==> config.mk <==
export PLATFORM = sky130hd
export DESIGN_NAME = stage_divider
export DESIGN_NICKNAME = d
export VERILOG_FILES = /design/src/rtl/stage_divider_pkg.sv /design/src/rtl/stage_divider_ctl.sv /design/src/rtl/stage_divider_dp.sv /design/src/rtl/stage_divider.sv
export SDC_FILE = /design/constraint.sdc
export NUM_CORES = 1
export LEC_CHECK = 0
export CORE_MARGIN = 5
export CORE_UTILIZATION = 50
export CTS_BUF_LIST = sky130_fd_sc_hd__clkbuf_4
export DETAILED_ROUTE_END_ITERATION = 10
export DONT_BUFFER_PORTS = 1
export PLACE_DENSITY = 0.64
export SLEW_MARGIN = 20
export SYNTH_ARGS = -nofsm -noshare
export SYNTH_HDL_FRONTEND = slang
export SYNTH_HIERARCHICAL = 1
export SYNTH_SLANG_ARGS = --single-unit
==> constraint.sdc <==
create_clock -name clk -period 3.1 [get_ports clk]
set_input_delay 0.93 -clock clk [delete_from_list [all_inputs] [get_ports clk]]
set_output_delay 0.93 -clock clk [all_outputs]
set_load 0.01 [all_outputs]
==> src/rtl/stage_divider_pkg.sv <==
package stage_divider_pkg;

  // Strobes passed from the control to the datapath each cycle
  typedef struct packed {
    logic countStep;      // one-cycle pulse for each detected falling edge
    logic splitSections;  // sections count independently when set
  } divStrobe_t;

endpackage

==> src/rtl/stage_divider_ctl.sv <==
module stage_divider_ctl
  import stage_divider_pkg::*;
#(
  parameter int SYNC_STAGES = 2
) (
  input  logic       clk,
  input  logic       masterReset,
  input  logic       countIn,
  input  logic       testSel,
  output divStrobe_t strobe
);

  // Synchronizer flops plus one history flop for the edge detector
  logic [SYNC_STAGES:0]   countPipe;
  logic [SYNC_STAGES-1:0] modePipe;

  always_ff @(posedge clk or posedge masterReset) begin
    if (masterReset) begin
      countPipe <= '0;
      modePipe  <= '0;
    end else begin
      countPipe <= {countPipe[SYNC_STAGES-1:0], countIn};
      modePipe  <= {modePipe[SYNC_STAGES-2:0], testSel};
    end
  end

  // Falling edge: the older sample is HIGH and the newer sample is LOW
  assign strobe.countStep     = countPipe[SYNC_STAGES] & ~countPipe[SYNC_STAGES-1];
  assign strobe.splitSections = modePipe[SYNC_STAGES-1];

  // one falling edge produces exactly one step
  p_single_step_r2: assert property (@(posedge clk) disable iff (masterReset)
    strobe.countStep |=> !strobe.countStep);

  // a step requires that the input was seen HIGH and then LOW
  p_step_after_high_r9: assert property (@(posedge clk) disable iff (masterReset)
    strobe.countStep |-> $past(countPipe[SYNC_STAGES-1]));

endmodule

==> src/rtl/stage_divider_dp.sv <==
module stage_divider_dp
  import stage_divider_pkg::*;
#(
  parameter int SECTION_W = 8,
  parameter int SECTIONS  = 3,
  localparam int TOTAL    = SECTION_W * SECTIONS
) (
  input  logic             clk,
  input  logic             masterReset,
  input  divStrobe_t       strobe,
  output logic [TOTAL-1:0] stateQ
);

  logic [SECTIONS-1:0] secEn;
  logic [SECTIONS-1:0] secFull;

  // Carry routing: chained in series mode, shared pulse in split mode
  always_comb begin
    logic chainCarry;
    chainCarry = strobe.countStep;
    for (int s = 0; s < SECTIONS; s++) begin
      secEn[s]   = strobe.splitSections ? strobe.countStep : chainCarry;
      chainCarry = secEn[s] & secFull[s];
    end
  end

  for (genvar s = 0; s < SECTIONS; s++) begin : g_section
    logic [SECTION_W-1:0] cntQ;

    always_ff @(posedge clk or posedge masterReset) begin
      if (masterReset)   cntQ <= '0;
      else if (secEn[s]) cntQ <= cntQ + 1'b1;
    end

    assign secFull[s]                      = &cntQ;
    assign stateQ[s*SECTION_W +: SECTION_W] = cntQ;

    // in split mode every section advances by one on a step
    p_section_inc_r5: assert property (@(posedge clk) disable iff (masterReset)
      (strobe.splitSections && strobe.countStep) |=>
        cntQ == SECTION_W'($past(cntQ) + 1'b1));
  end

  // the state is zero whenever master reset is held
  p_clear_r3: assert property (@(posedge clk)
    masterReset |-> stateQ == '0);

  // without a step the state holds
  p_idle_hold_r2: assert property (@(posedge clk) disable iff (masterReset)
    !strobe.countStep |=> $stable(stateQ));

  // in series mode the whole chain advances by one, modulo 2^TOTAL
  p_series_inc_r1: assert property (@(posedge clk) disable iff (masterReset)
    (!strobe.splitSections && strobe.countStep) |=>
      stateQ == TOTAL'($past(stateQ) + 1'b1));

endmodule

==> src/rtl/stage_divider.sv <==
module stage_divider
  import stage_divider_pkg::*;
#(
  parameter int SECTION_W   = 8,
  parameter int SECTIONS    = 3,
  parameter int TAP_COUNT   = 7,
  parameter int SYNC_STAGES = 2
) (
  input  logic                            clk,
  input  logic                            masterReset,
  input  logic                            countIn,
  input  logic                            testSel,
  output logic [TAP_COUNT-1:0]            tapOut,
  output logic [SECTION_W*SECTIONS-1:0]   fullState
);

  localparam int TOTAL = SECTION_W * SECTIONS;

  divStrobe_t          strobe;
  logic [TOTAL-1:0]    stateQ;

  stage_divider_ctl #(.SYNC_STAGES(SYNC_STAGES)) u_ctl (
    .clk        (clk),
    .masterReset(masterReset),
    .countIn    (countIn),
    .testSel    (testSel),
    .strobe     (strobe)
  );

  stage_divider_dp #(.SECTION_W(SECTION_W), .SECTIONS(SECTIONS)) u_dp (
    .clk        (clk),
    .masterReset(masterReset),
    .strobe     (strobe),
    .stateQ     (stateQ)
  );

  assign tapOut    = stateQ[TOTAL-1 -: TAP_COUNT];
  assign fullState = stateQ;

endmodule

==> out/results.ini <==
[route]
wirelength_um=2036
first_iter_violations=32
vias=719
wl_per_cell_um=15.78
vias_per_cell=5.574
drc=0
drtPass1Iterations=4
ant_nets=0

[worst_hold_path]
hold_end=u_ctl/countPipe[1]
hp-class=reg2reg
min_from=u_ctl/countPipe[0]
holdPathStages=0

[clock_tree]
cts-buffers-inserted=5
cts-root-buf=clkbuf_4
clockBufferDepth=2
clk_pin_slew_ns=0.08
hold_buffers=0
cts_tree=done
htreeDepth=2
post-cts-setup-buffers=0
cts.sinks=29
cts.repair.resized=0
insertion_delay_ns=0.32

[logic_synthesis]
syn-num-nets=107
yosys_warnings=6
synth_fa_ha_area_frac=0.02915
synth.area.mux_share=0.02915
synth_area_mm2=0.001287
synth_edf_count=0
yosys.area_share.simple=0.1322
synth_top_family_by_area=XOR/XNOR gates
avgSynthCellArea_um2=12.87
yosysTopAreaCell=dfrtp_1
synth_compound_area_frac=0.04665
syn_inst=100
synth_flop_cell=dfrtp_1
seq_area_frac_synth=0.5637
yosysUniqueCellTypes=24
synth_area_leaders=dfrtp_1, xnor2_1, buf_4
synth.top_cell.area_share=0.5637
synth_xor_area_frac=0.1429
synth_seq_cells=29
synthArstFlopShare=1.000

[sta]
clock.fmax_ghz=0.5570
tightest_slew_ns=0.8827
grt_setup_unrepaired=false
final-setup-viol-count=0
relSlewSlack=0.4109
setup_tns_ns=0
fin_crit_ns=1.795
finClkSkew_ns=0.007013
finalCritPeriodShare=0.5792
slew_violations=0
finalHoldViolCount=0

[pwr]
peakVddDrop_mv=0.5467
p_per_area_mw_per_mm2=853.6
intPower_mw=0.7503
combinationalPowerShare=0.152
p_leak_nw=0.6057
p_seq_frac=0.588
switching_share=0.3434
p_switching_mw=0.3924
power_frac_clock=0.260

[cells_and_area]
drive_above_1_share=0.1515
final_cells=129
fin_area_mm2=0.001339
n_antenna_cell=0
area_growth_pct=3.984
layout.nets=105

[placed_design]
placed_cell_area_mm2=0.001260
dpl.hpwl_um=1471
dp.cells=121
port-buffer-count=0
gp_congestion=0.7240

[setup_path]
r2r-end=u_dp/g_section[1].cntQ[1]
cp.arrival_ns=0.87
setup.worst_path.start_class=register
critPathCaptureType=output port
reg2reg_depth=4
required_ns=2.17
crit_fanout=7
r2r-start=u_ctl/countPipe[1]
crit_type=reg2out
rrSetupSlack_ns=1.34
critical_path_depth=0

[grt]
grtUsageTotal=0.1295
grt_first_pass_wirelength_um=3415
overflow=0
antenna_found_initial=0
grt_pass1_vias=745
grt_max_degree=25

[floorplan]
fp.dieW_um=60.75
placementRows=18
die-area_mm2=0.003690
core-area_mm2=0.002477
die_h_um=60.75
start_util=0.5197
num_io_pins=35

[status]
status=finished, final reports clean

[job]
maxCapViolations=0

[registers in the layout, summed over array words and instances, names as in the netlist]
register and flops:
u_ctl/modePipe 2, u_dp/g_section.cntQ 24, u_ctl/countPipe 3
[metal layers]
layer,global-route usage,share of wire,wire [um],vias up
li1,-,-,-,333
met1,0.1454,0.42,849,350
met2,0.1924,0.46,939,31
met3,0.06809,0.10,205,5
met4,0.08359,0.021,42,0
met5,0,0,0,-
[cell usage after synthesis, types with 2 or more instances]
| library cell | instances |
|---|---|
| buf_4 | 8 |
| ha_1 | 3 |
| and2_1 | 2 |
| inv_1 | 2 |
| nand2_1 | 4 |
| mux2_2 | 2 |
| and3_1 | 4 |
| o2111ai_1 | 5 |
| dfrtp_1 | 29 |
| xor2_1 | 4 |
| nor2_1 | 2 |
| nand3_1 | 3 |
| xnor2_1 | 17 |
| nand4_1 | 5 |
[logic make-up (layout without fill, tap and decap cells)]
family	Yosys count	after routing
buf+inv	11	10
compound gates	7	7
fa+ha+maj	3	3
flops	29	29
xor+xnor	21	21
simple gates	26	26
mux	3	3
[power groups by stage]
stage | Sequential (mW) | Combinational [mW] | Clock (mW)
final | 0.672 | 0.174 | 0.297
after global routing | 0.700 | 0.197 | 0.326
after CTS | 0.678 | 0.176 | 0.311
after detailed placement | 0.686 | 0.174 | 0
after global placement | 0.681 | 0.168 | 0
after floorplan | 0.634 | 0.192 | 0
[layout by cell type (no fill, tap or decap), drive strengths merged]
cell	count
o21ai	1
nor2	3
inv	2
nand4	6
o2111ai	5
ha	3
nand2	4
bufinv	1
and4	1
xor2	4
clkinv	1
dfrtp	29
and3	4
o21bai	1
nand3	3
clkbuf	6
and2	3
nor2b	1
xnor2	17
and4bb	1
mux2	3
[how the worst max path moves through the flow]
stage	to	slack, ns	from
floorplan	u_dp/g_section[2].cntQ[1]	1.50	u_dp/g_section[0].cntQ[0]
global placement	u_dp/g_section[1].cntQ[1]	1.36	u_ctl/countPipe[1]
detailed placement	u_dp/g_section[1].cntQ[1]	1.34	u_ctl/countPipe[1]
CTS	fullState[18]	1.28	u_dp/g_section[2].cntQ[2]
global route	u_dp/g_section[1].cntQ[1]	1.20	u_ctl/countPipe[1]
finish	fullState[17]	1.30	u_dp/g_section[2].cntQ[1]
[layout make-up]
class | instances | area, um^2
clock buffer | 6 | 45.04
tap | 30 | 37.54
inverter | 2 | 7.507
multi-input combinational | 60 | 489.2
fill | 221 | 1139
clock inverter | 2 | 33.78
sequential | 29 | 725.7
[metrics by stage]
stage | util | total power, mW | hold slack [ns] | worst slack [ns]
finish | 0.5404 | 1.143 | 0.3540 | 1.305
global route | 0.5404 | 1.223 | 0.3780 | 1.203
CTS | 0.5404 | 1.166 | 0.3579 | 1.275
detailed placement | 0.5086 | 0.8602 | 0.3373 | 1.344
global placement | 0.5086 | 0.8492 | 0.3327 | 1.360
floorplan | - | 0.8261 | 0.3312 | 1.503
Power figures use the tool's default switching activity.
